<file path="src/rtl/kst_pkg.sv">
package kst_pkg;

    localparam int RNG_W  = 16;
    localparam int BETA_W = 16;
    localparam logic [RNG_W-1:0] RNG_TAPS = 16'hB400;

    typedef logic [RNG_W-1:0]  rng_word_t;
    typedef logic [BETA_W-1:0] beta_t;

    typedef enum logic [1:0] {
        PH_IDLE   = 2'd0,
        PH_PICK   = 2'd1,
        PH_COMMIT = 2'd2
    } phase_e;

    typedef struct packed {
        beta_t first;
        beta_t last;
        beta_t incr;
    } anneal_cfg_t;

    // Galois LFSR advanced by a fixed number of steps
    function automatic rng_word_t rng_advance(input rng_word_t s, input int unsigned steps);
        rng_word_t v;
        v = s;
        for (int unsigned i = 0; i < steps; i++) begin
            v = v[0] ? ((v >> 1) ^ RNG_TAPS) : (v >> 1);
        end
        return v;
    endfunction

    // Distinct nonzero seed per salt value
    function automatic rng_word_t rng_seed(input int unsigned salt);
        rng_word_t v;
        v = 16'hACE1 ^ rng_word_t'(salt * 32'd40503);
        if (v == '0) begin
            v = 16'h0001;
        end
        return v;
    endfunction

endpackage

</file>
<file path="src/rtl/kst_flip_unit.sv">
module kst_flip_unit
    import kst_pkg::*;
#(
    parameter rng_word_t SEED = 16'h0001
) (
    input  logic      clk,
    input  logic      rst,
    input  logic      adv_i,
    input  rng_word_t prob_i,
    output logic      flip_o
);

    rng_word_t lfsr_q;
    rng_word_t sample;

    // A full word of fresh bits per use keeps successive samples independent
    always_ff @(posedge clk) begin
        if (rst) begin
            lfsr_q <= SEED;
        end else if (adv_i) begin
            lfsr_q <= rng_advance(lfsr_q, RNG_W);
        end
    end

    // LFSR never holds zero, so the sample spans 0..65534
    assign sample = lfsr_q - rng_word_t'(1);
    assign flip_o = sample < prob_i;

endmodule

</file>
<file path="src/rtl/kst_state_picker.sv">
module kst_state_picker
    import kst_pkg::*;
#(
    parameter int        K_STATES = 3,
    parameter rng_word_t SEED     = 16'h0001,
    localparam int       K_W      = $clog2(K_STATES)
) (
    input  logic           clk,
    input  logic           rst,
    input  logic [K_W-1:0] cur_idx_i,
    output logic           valid_o,
    output logic [K_W-1:0] pick_idx_o
);

    localparam int SPAN      = K_STATES - 1;
    localparam int DRAW_W    = (SPAN > 1) ? $clog2(SPAN) : 1;
    localparam bit SPAN_POW2 = ((SPAN & (SPAN - 1)) == 0);

    rng_word_t      lfsr_q;
    logic [K_W-1:0] draw;

    // Free running; each cycle offers DRAW_W new bits
    always_ff @(posedge clk) begin
        if (rst) begin
            lfsr_q <= SEED;
        end else begin
            lfsr_q <= rng_advance(lfsr_q, DRAW_W);
        end
    end

    assign draw = K_W'(lfsr_q[DRAW_W-1:0]);

    generate
        if (SPAN_POW2) begin : g_exact
            assign valid_o = 1'b1;
        end else begin : g_reject
            assign valid_o = (draw <= K_W'(SPAN - 1));
        end
    endgenerate

    // Map 0..K-2 onto the K-1 states that are not the current one
    assign pick_idx_o = (draw >= cur_idx_i) ? draw + K_W'(1) : draw;

endmodule

</file>
<file path="src/rtl/kst_anneal_sched.sv">
module kst_anneal_sched
    import kst_pkg::*;
(
    input  logic        clk,
    input  logic        rst,
    input  anneal_cfg_t cfg_i,
    input  logic        sweep_end_i,
    output beta_t       beta_o,
    output logic        done_o
);

    beta_t         beta_q;
    logic          finished_q;
    logic          done_q;
    logic [BETA_W:0] sum;
    logic          reach;

    assign sum   = {1'b0, beta_q} + {1'b0, cfg_i.incr};
    assign reach = sum >= {1'b0, cfg_i.last};

    always_ff @(posedge clk) begin
        if (rst) begin
            beta_q     <= cfg_i.first;
            finished_q <= 1'b0;
            done_q     <= 1'b0;
        end else begin
            done_q <= 1'b0;
            if (sweep_end_i && !finished_q) begin
                if (reach) begin
                    beta_q     <= cfg_i.last;
                    finished_q <= 1'b1;
                    done_q     <= 1'b1;
                end else begin
                    beta_q <= sum[BETA_W-1:0];
                end
            end
        end
    end

    assign beta_o = beta_q;
    assign done_o = done_q;

endmodule

</file>
<file path="src/rtl/kst_node_updater.sv">
module kst_node_updater
    import kst_pkg::*;
#(
    parameter int  N_NODES  = 8,
    parameter int  K_STATES = 3,
    localparam int NODE_W   = (N_NODES > 1) ? $clog2(N_NODES) : 1,
    localparam int K_W      = $clog2(K_STATES)
) (
    input  logic                          clk,
    input  logic                          rst,
    input  logic                          upd_i,
    input  logic [15:0]                   flip_prob_i,
    input  logic [15:0]                   beta_first_i,
    input  logic [15:0]                   beta_last_i,
    input  logic [15:0]                   beta_incr_i,
    output logic [NODE_W-1:0]             node_idx_o,
    output logic                          busy_o,
    output logic                          upd_valid_o,
    output logic [NODE_W-1:0]             upd_node_o,
    output logic [K_STATES-1:0]           upd_state_o,
    output logic [N_NODES*K_STATES-1:0]   states_o,
    output logic [15:0]                   beta_o,
    output logic                          done_o
);

    typedef struct packed {
        logic [NODE_W-1:0]   node;
        logic [K_STATES-1:0] state;
    } upd_rec_t;

    localparam logic [NODE_W-1:0] LAST_NODE = NODE_W'(N_NODES - 1);

    phase_e              phase_q;
    logic [NODE_W-1:0]   node_q;
    logic [K_W-1:0]      target_q;
    upd_rec_t            rec_q;
    logic                valid_q;
    logic [K_STATES-1:0] st_q [N_NODES];

    logic [N_NODES-1:0]  flip_vec;
    logic [N_NODES-1:0]  adv_vec;
    logic [K_STATES-1:0] cur_oh;
    logic [K_W-1:0]      cur_idx;
    logic [K_STATES-1:0] target_oh;
    logic                pick_valid;
    logic [K_W-1:0]      pick_idx;
    logic                accept;
    logic                sweep_end;
    anneal_cfg_t         cfg;

    assign accept    = (phase_q == PH_IDLE) && upd_i;
    assign sweep_end = (phase_q == PH_COMMIT) && (node_q == LAST_NODE);
    assign cur_oh    = st_q[node_q];

    always_comb begin
        cur_idx = '0;
        for (int i = 0; i < K_STATES; i++) begin
            if (cur_oh[i]) begin
                cur_idx = K_W'(i);
            end
        end
    end

    always_comb begin
        target_oh = '0;
        for (int i = 0; i < K_STATES; i++) begin
            if (target_q == K_W'(i)) begin
                target_oh[i] = 1'b1;
            end
        end
    end

    // One two-state decision unit per node
    generate
        for (genvar g = 0; g < N_NODES; g++) begin : g_node
            assign adv_vec[g] = accept && (node_q == NODE_W'(g));
            kst_flip_unit #(
                .SEED(rng_seed(g + 1))
            ) u_flip (
                .clk    (clk),
                .rst    (rst),
                .adv_i  (adv_vec[g]),
                .prob_i (flip_prob_i),
                .flip_o (flip_vec[g])
            );
            assign states_o[g*K_STATES +: K_STATES] = st_q[g];
        end
    endgenerate

    // Single selector shared by all nodes
    kst_state_picker #(
        .K_STATES (K_STATES),
        .SEED     (rng_seed(N_NODES + 7))
    ) u_pick (
        .clk        (clk),
        .rst        (rst),
        .cur_idx_i  (cur_idx),
        .valid_o    (pick_valid),
        .pick_idx_o (pick_idx)
    );

    assign cfg = '{first: beta_first_i, last: beta_last_i, incr: beta_incr_i};

    kst_anneal_sched u_anneal (
        .clk         (clk),
        .rst         (rst),
        .cfg_i       (cfg),
        .sweep_end_i (sweep_end),
        .beta_o      (beta_o),
        .done_o      (done_o)
    );

    always_ff @(posedge clk) begin
        if (rst) begin
            phase_q  <= PH_IDLE;
            node_q   <= '0;
            target_q <= '0;
            rec_q    <= '0;
            valid_q  <= 1'b0;
            for (int i = 0; i < N_NODES; i++) begin
                st_q[i] <= K_STATES'(1);
            end
        end else begin
            valid_q <= 1'b0;
            unique case (phase_q)
                PH_IDLE: begin
                    if (upd_i) begin
                        if (flip_vec[node_q]) begin
                            phase_q <= PH_PICK;
                        end else begin
                            target_q <= cur_idx;
                            phase_q  <= PH_COMMIT;
                        end
                    end
                end
                PH_PICK: begin
                    if (pick_valid) begin
                        target_q <= pick_idx;
                        phase_q  <= PH_COMMIT;
                    end
                end
                PH_COMMIT: begin
                    for (int i = 0; i < N_NODES; i++) begin
                        if (node_q == NODE_W'(i)) begin
                            st_q[i] <= target_oh;
                        end
                    end
                    rec_q   <= '{node: node_q, state: target_oh};
                    valid_q <= 1'b1;
                    node_q  <= (node_q == LAST_NODE) ? '0 : node_q + NODE_W'(1);
                    phase_q <= PH_IDLE;
                end
                default: phase_q <= PH_IDLE;
            endcase
        end
    end

    assign node_idx_o  = node_q;
    assign busy_o      = (phase_q != PH_IDLE);
    assign upd_valid_o = valid_q;
    assign upd_node_o  = rec_q.node;
    assign upd_state_o = rec_q.state;

endmodule

</file>
<file path="config.mk">
export PLATFORM = sky130hd
export DESIGN_NAME = kst_node_updater
export DESIGN_NICKNAME = d
export VERILOG_FILES = /design/src/rtl/kst_pkg.sv /design/src/rtl/kst_flip_unit.sv /design/src/rtl/kst_state_picker.sv /design/src/rtl/kst_anneal_sched.sv /design/src/rtl/kst_node_updater.sv
export SDC_FILE = /design/constraint.sdc
export NUM_CORES = 1
export LEC_CHECK = 0
export ABC_AREA = 1
export BUFFER_PORTS_ARGS = -buffer_cell sky130_fd_sc_hd__buf_2
export CORE_ASPECT_RATIO = 0.7
export CORE_MARGIN = 1.5
export CORE_UTILIZATION = 35
export DETAILED_ROUTE_END_ITERATION = 16
export HOLD_SLACK_MARGIN = 0.02
export MAX_ROUTING_LAYER = met4
export PLACE_DENSITY = 0.51
export SETUP_SLACK_MARGIN = 0.3
export SYNTH_ARGS = -nofsm -noshare
export SYNTH_HDL_FRONTEND = slang
export SYNTH_HIERARCHICAL = 1
export SYNTH_SLANG_ARGS = --single-unit
</file>
<file path="constraint.sdc">
create_clock -name clk -period 4.2 [get_ports clk]
set_input_delay 0.63 -clock clk [delete_from_list [all_inputs] [get_ports clk]]
set_output_delay 0.63 -clock clk [all_outputs]
set_load 0.03 [all_outputs]
</file>
* Word level (Yosys, flattened, before mapping) *
Memory sizes are Yosys's and may differ from the RTL's. A register that Yosys moved wholly into a read port is not among the register bits.
Index checks and enable logic that the tools add are counted.

storage, ports and cells
  bits in registers = 176
  latch bits = 0
  bits in writable memories = 24
  memory bits (read-only) = 0
  input bits = 67
  output and inout bits = 52
  word-level logic and storage cells = 406
  memories = 1

memory list
  memory  words  width  rd ports  clocked after memory_dff  write ports  RTL line                source
  st_q    8      3      9         1                         8            kst_node_updater.sv:38  logic [K_STATES-1:0] st_q [N_NODES];

operators by class
  add/subtract/negate cells = 11
  $mul = 0
  divide/modulo/power cells = 0
  order comparisons = 11
  equality and inequality tests = 13
  shifts and indexed selects = 0
  multiplexer cells = 193
  bitwise logic cells = 138
  reductions and logical operators = 21

operator list
  cell                                                        count
  two-way mux 16 bit                                          132
  inverter 3 -> 4 bit                                         129
  less-than comparator 16 bit                                 8
  subtractor 16 x 1 -> 16 bit, second input constant          8
  two-way mux 1 bit                                           41
  two-way mux 3 bit                                           11
  adder 16 x 16 -> 17 bit                                     1
  greater-or-equal comparator 17 x 16 -> 1 bit                1
  equality test 3 bit, second input constant                  4
  two-way mux 2 bit                                           6
  logical AND 1 bit                                           11
  OR 1 bit                                                    8
  case mux 2 bit (2 select lines)                             2
  equality test 3 x 2 -> 1 bit, second input constant         2
  nonzero test 2 bit                                          3
  equality test 2 x 1 -> 1 bit, second input constant         2
  equality test 2 bit, second input constant                  2
  logical NOT 2 bit                                           2
  less-than comparator 3 x 4 -> 1 bit, second input constant  1
  != test 2 bit, second input constant                        2
  adder 3 x 1 -> 3 bit, second input constant                 1
  binary-select mux 1 bit (select 3 bit)                      1
  equality test 3 x 1 -> 1 bit, second input constant         1
  logical NOT 3 bit                                           1
  7 further kinds                                             7

* Depth between registers and ports, before layout *
  word-level depth = 32
  depth in mapped cells = 26

* Cells and area by module *
The synthesis kept the hierarchy.

modules (own cells, without submodules)
  module                             times used  cells each  area an instance (um^2)
  kst_anneal_sched                   1           370         2,512.4
  kst_node_updater                   1           250         2,042.0
  kst_flip_unit at g_node[5].u_flip  1           281         1,891.8
  kst_flip_unit at g_node[3].u_flip  1           289         1,885.6
  kst_flip_unit at g_node[2].u_flip  1           298         1,873.0
  kst_flip_unit at g_node[7].u_flip  1           288         1,869.3
  kst_flip_unit at g_node[4].u_flip  1           279         1,853.0
  kst_flip_unit at g_node[0].u_flip  1           283         1,835.5
  kst_flip_unit at g_node[6].u_flip  1           292         1,788.0
  kst_flip_unit at g_node[1].u_flip  1           286         1,771.7
  kst_state_picker                   1           55          515.5

* Worst setup path after synthesis *
No wires, ideal clock.

  kind = input to register
  from = input beta_incr_i[0]
  to = register u_anneal.beta_q[10], in the netlist u_anneal/beta_o[10] (data pin)
  data arrival time = 3,004 ps
  data required time = 3,948 ps
  path slack = 945 ps
  stages on the path = 24
  buffers on the path = 1
  cells stage by stage = ha_1 -> fa_1 -> nand3_1 -> nand2_2 -> nand2_2 -> nand2_2 -> nand2_1 -> nand3b_1 -> nand2_1 -> inv_1 -> ha_1 -> nand2_1 -> inv_1 -> nand2_1 -> nand2_1 -> a21oi_1 -> nand2_1 -> nand2_1 -> nand2_1 -> nand2_4 -> buf_2 -> nand3_1 -> nand3_2 -> nand2_2

between the ends
  longest elaborated chain between the ends = 5

RTL lines
  element                                       RTL line                source
  start: declaration                            kst_node_updater.sv:15  input logic [15:0] beta_incr_i,
  adder 16 x 16 -> 17 bit (*)                   kst_anneal_sched.sv:18  assign sum = {1'b0, beta_q} + {1'b0, cfg_i.incr};
  greater-or-equal comparator 17 x 16 -> 1 bit  kst_anneal_sched.sv:19  assign reach = sum >= {1'b0, cfg_i.last};
  two-way mux 16 bit (*)                        kst_anneal_sched.sv:29  if (reach) begin
  two-way mux 16 bit (*)                        kst_anneal_sched.sv:28  if (sweep_end_i && !finished_q) begin
  two-way mux 16 bit (*)                        kst_anneal_sched.sv:22  if (rst) begin
  end signal: assignment                        kst_anneal_sched.sv:23  beta_q <= cfg_i.first;
  end signal: assignment                        kst_anneal_sched.sv:30  beta_q <= cfg_i.last;
  end signal: assignment                        kst_anneal_sched.sv:34  beta_q <= sum[BETA_W-1:0];
  end: declaration                              kst_anneal_sched.sv:12  beta_t beta_q;

Mark *: on every way between the ends. The rest lies on a longest branch, timed or not. The select of a mux whose other input is x is not followed.
A chain may end at the register's enable or synchronous reset.

* Worst setup path after layout *
  from = register u_anneal.beta_q[0], in the netlist u_anneal/beta_o[0]
  to = register u_anneal.beta_q[15], in the netlist u_anneal/beta_o[15] (data pin)

between the ends
  longest elaborated chain between the ends = 5

RTL lines
  element                                       RTL line
  adder 16 x 16 -> 17 bit (*)                   kst_anneal_sched.sv:18
  greater-or-equal comparator 17 x 16 -> 1 bit  kst_anneal_sched.sv:19
  two-way mux 16 bit (*)                        kst_anneal_sched.sv:29
  two-way mux 16 bit (*)                        kst_anneal_sched.sv:28
  two-way mux 16 bit (*)                        kst_anneal_sched.sv:22

Marks and branches as above.

==> summary.md <==
| Metric | Value |
|---|---|
| Critical path type | `flip-flop to flip-flop` |
| #FFs+latches synth | `203` |
| Synth top cells by count | `740 x nand2_1, 461 x inv_1, 214 x nand3_1` |
| Clock Sinks | `203` |
| Period utilisation layout | `84.7%` |
| CTS tree | `yes` |
| Main area contributors after synthesis | `dfxtp_1 16%, nand2_1 14%, ha_1 11%, inv_1 8.7%, xor2_1 6.4%` |
| Final #Nets | `3277` |
| Largest net degree at the start of global routing | `46` |
| Final hold violation count | `0` |
| Initial Utilization | `35.7%` |
| Post CTS Setup Buffer Count | `0` |
| Synth cell types | `55` |
| Peak supply drop | `261 uV` |
| Max Cap Viol | `0` |
| Setup crit end kind | `flip-flop` |
| Hold Path Class | `input pin to flip-flop` |
| Avg Inst Size Synth | `6.68 um2` |
| Synth warn | `6` |
| Ports | `119` |
| Run status | `completed` |
| Crit path max fanout | `17` |
| Core Util, Final | `39.2%` |
| Initial antenna violation count | `0` |
| Iteration count of the initial detailed-routing pass | `5` |
| Slew HR | `41.8%` |
| Post-route DRC | `0` |
| Die Span X | `288 um` |
| Crit path DAT | `3.88 ns` |
| Placeable Area | `55600 um2` |
| DPL Wire Length | `44700 um` |
| Number of DRC markers in iteration 0 | `1386` |
| Total negative setup slack | `0 ns` |
| Startpoint types | `flip-flop` |
| Port Buf Inserts | `118` |
| DR vias | `18.4k` |
| Final ANT Viol Nets | `0` |
| Clock Skew | `0.00989 ns` |
| DIE AREA | `58100 um2` |
| Sequential-to-total area share from yosys stat | `22.5%` |
| Clock transition at path regs | `0.06 ns` |
| Synth top area share | `16.4%` |
| Synth area leader | `dfxtp_1` |
| Drt total wl | `57700 um` |
| Hold_buf cts | `0` |
| Syn nets | `3207` |
| RSZ-0062 raised after global routing | `no` |
| Final min period | `3.56 ns` |
| Num CTS Buffers | `26` |
| All-Layer GR Usage | `20.4%` |
| Post-synth EDFFs | `40` |
| Drt wl/cell | `15.2 um` |
| Ant. Diodes | `0` |
| Async SR Flop Fraction | `0%` |
| Layout cells sized above 1 | `16.0%` |
| Post-DR vias/cell | `4.85` |
| First-pass GRT wire length | `92900 um` |
| Total power | `8.44 mW` |
| Required time worst endpoint | `4.52 ns` |
| Crit path from | `u_anneal/beta_o[0]` |
| Max clock buf depth | `3` |
| RR Startpoint | `u_anneal/beta_o[0]` |
| Height of the chip | `202 um` |
| Site row count | `72` |
| Synthesized instance count | `2971` |
| Max Slew Vio Count | `0` |
| Grt ovf | `0` |
| Cell Pwr Density | `387 nW/um2` |
| Worst-Margin Slew | `0.870 ns` |
| Leak | `11.1 nW` |
| Cell Area, Synth | `19800 um2` |
| Clk_lat worst skew | `0.56 ns` |
| Layout area overhead | `9.97%` |
| Most common cell in the netlist | `nand2_1` |
| H-Tree Depth | `1` |
| Final setup fails | `0` |
| Peak Freq | `281 MHz` |
| Vias in the first global route | `17.1k` |
| Routability-driven placement congestion ratio | `0.887` |
| Post-synth top flop | `dfxtp_1` |
| Root Driver | `clkbuf_16` |
| Worst Min Path Start | `beta_first_i[15]` |
==> path summary, 6_finish.rpt <==
kind	endpoint	slack, ns	cells past startpoint
worst max-delay path	u_anneal/beta_o[15]	0.64	23
worst min-delay path	u_anneal/beta_o[15]	0.34	3
worst max register to register	u_anneal/beta_o[15]	0.64	23
worst min register to register	u_pick/lfsr_q[11]	0.40	1
==> power by group <==
group | internal, mW | switching [mW] | leakage [nW] | total [mW]
sequential | 2.19 | 0.299 | 1.71 | 2.49
combinational | 1.10 | 2.17 | 8.94 | 3.27
clock | 1.69 | 0.991 | 0.492 | 2.68
total | 4.98 | 3.46 | 11.1 | 8.44
==> logic make-up after synthesis <==
kind of cell             after synthesis  share of synthesized area, %
AO/OA/AOI/OAI                        395                          11.1
XOR/XNOR                             186                          8.50
adder cells (fa/ha/maj)              169                          10.7
buffers and inverters                630                          13.7
flip-flops                           203                          22.5
other                                  1                        0.0189
AND/OR/NAND/NOR                     1387                          33.4
==> stage by stage <==
stage | worst slack, ns | instance area (um2) | hold WS, ns | cells
CTS | 0.548 | 21800 | 0.319 | 3800
global route | 0.337 | 21800 | 0.359 | 3800
floorplan | 0.945 | 19800 | 0.383 | 2971
detailed placement | 0.272 | 20800 | 0.394 | 3753
global placement | 0.305 | 20800 | 0.384 | 3753
finish | 0.641 | 21800 | 0.340 | 3800
==> cell usage in the layout (no fill, tap or decap), types with 95 or more instances in the layout <==
cell and count:
o21ai_0 116, ha_1 168, a21oi_1 183, buf_2 117, nor2_1 146, xor2_1 144
nand2_2 95, inv_1 461, dfxtp_1 163, nand3_1 214, nand2_1 740
==> per-layer routing <==
| metal | part of all wire [%] | wire [um] | track usage (%) | up-vias |
|---|---|---|---|---|
| li1 | - | - | - | 9572 |
| met1 | 52 | 30200 | 30.5 | 8383 |
| met2 | 41 | 23900 | 29.7 | 394 |
| met3 | 4.4 | 2560 | 1.90 | 67 |
| met4 | 1.8 | 1010 | 3.59 | 0 |
| met5 | 0 | 0 | - | - |
==> worst max-delay path, stage by stage (launching register included) <==
cell and delay (ns):
edfxtp_1 0.42, ha_1 0.26, fa_1 0.41, nand3_1 0.10, nand2_2 0.09, nand2_2 0.07
nand2_2 0.06, nand2_1 0.08, nand3b_1 0.08, nand2_1 0.12, inv_1 0.05, ha_1 0.29
nand2_1 0.09, nor2_2 0.21, and2_1 0.16, nand2_1 0.05, nand2_1 0.05, nand2_1 0.04
nand2_1 0.10, nand2_4 0.18, nand2_8 0.22, nand2_1 0.07, nand3_1 0.08, nand2_1 0.05
==> cell type report <==
| cell class | instances | area [um2] |
|---|---|---|
| sequential | 203 | 4460 |
| fill | 5844 | 33800 |
| tap | 740 | 926 |
| clock inverter | 16 | 262 |
| timing repair buffer | 131 | 691 |
| multi-input combinational | 2138 | 12700 |
| inverter | 541 | 2060 |
| clock buffer | 31 | 743 |
==> registers in the layout, indices dropped and copies added, names as in the netlist, named ones only <==
signal and flops:
upd_state_o 3, u_anneal/finished_q 1, g_node.u_flip/lfsr_q 128, u_anneal/beta_o 16, upd_valid_o 1, phase_q 2, upd_node_o 3, u_pick/lfsr_q 16
st_q 24, u_anneal/done_o 1, node_idx_o 3, target_q 2
==> what timing repair did <==
action,in CTS,in global routing
hold endpoints to repair,0,0
endpoints found under the setup margin,0,6
resized for setup,0,1
Note: power is estimated with default switching activity, not from simulation.
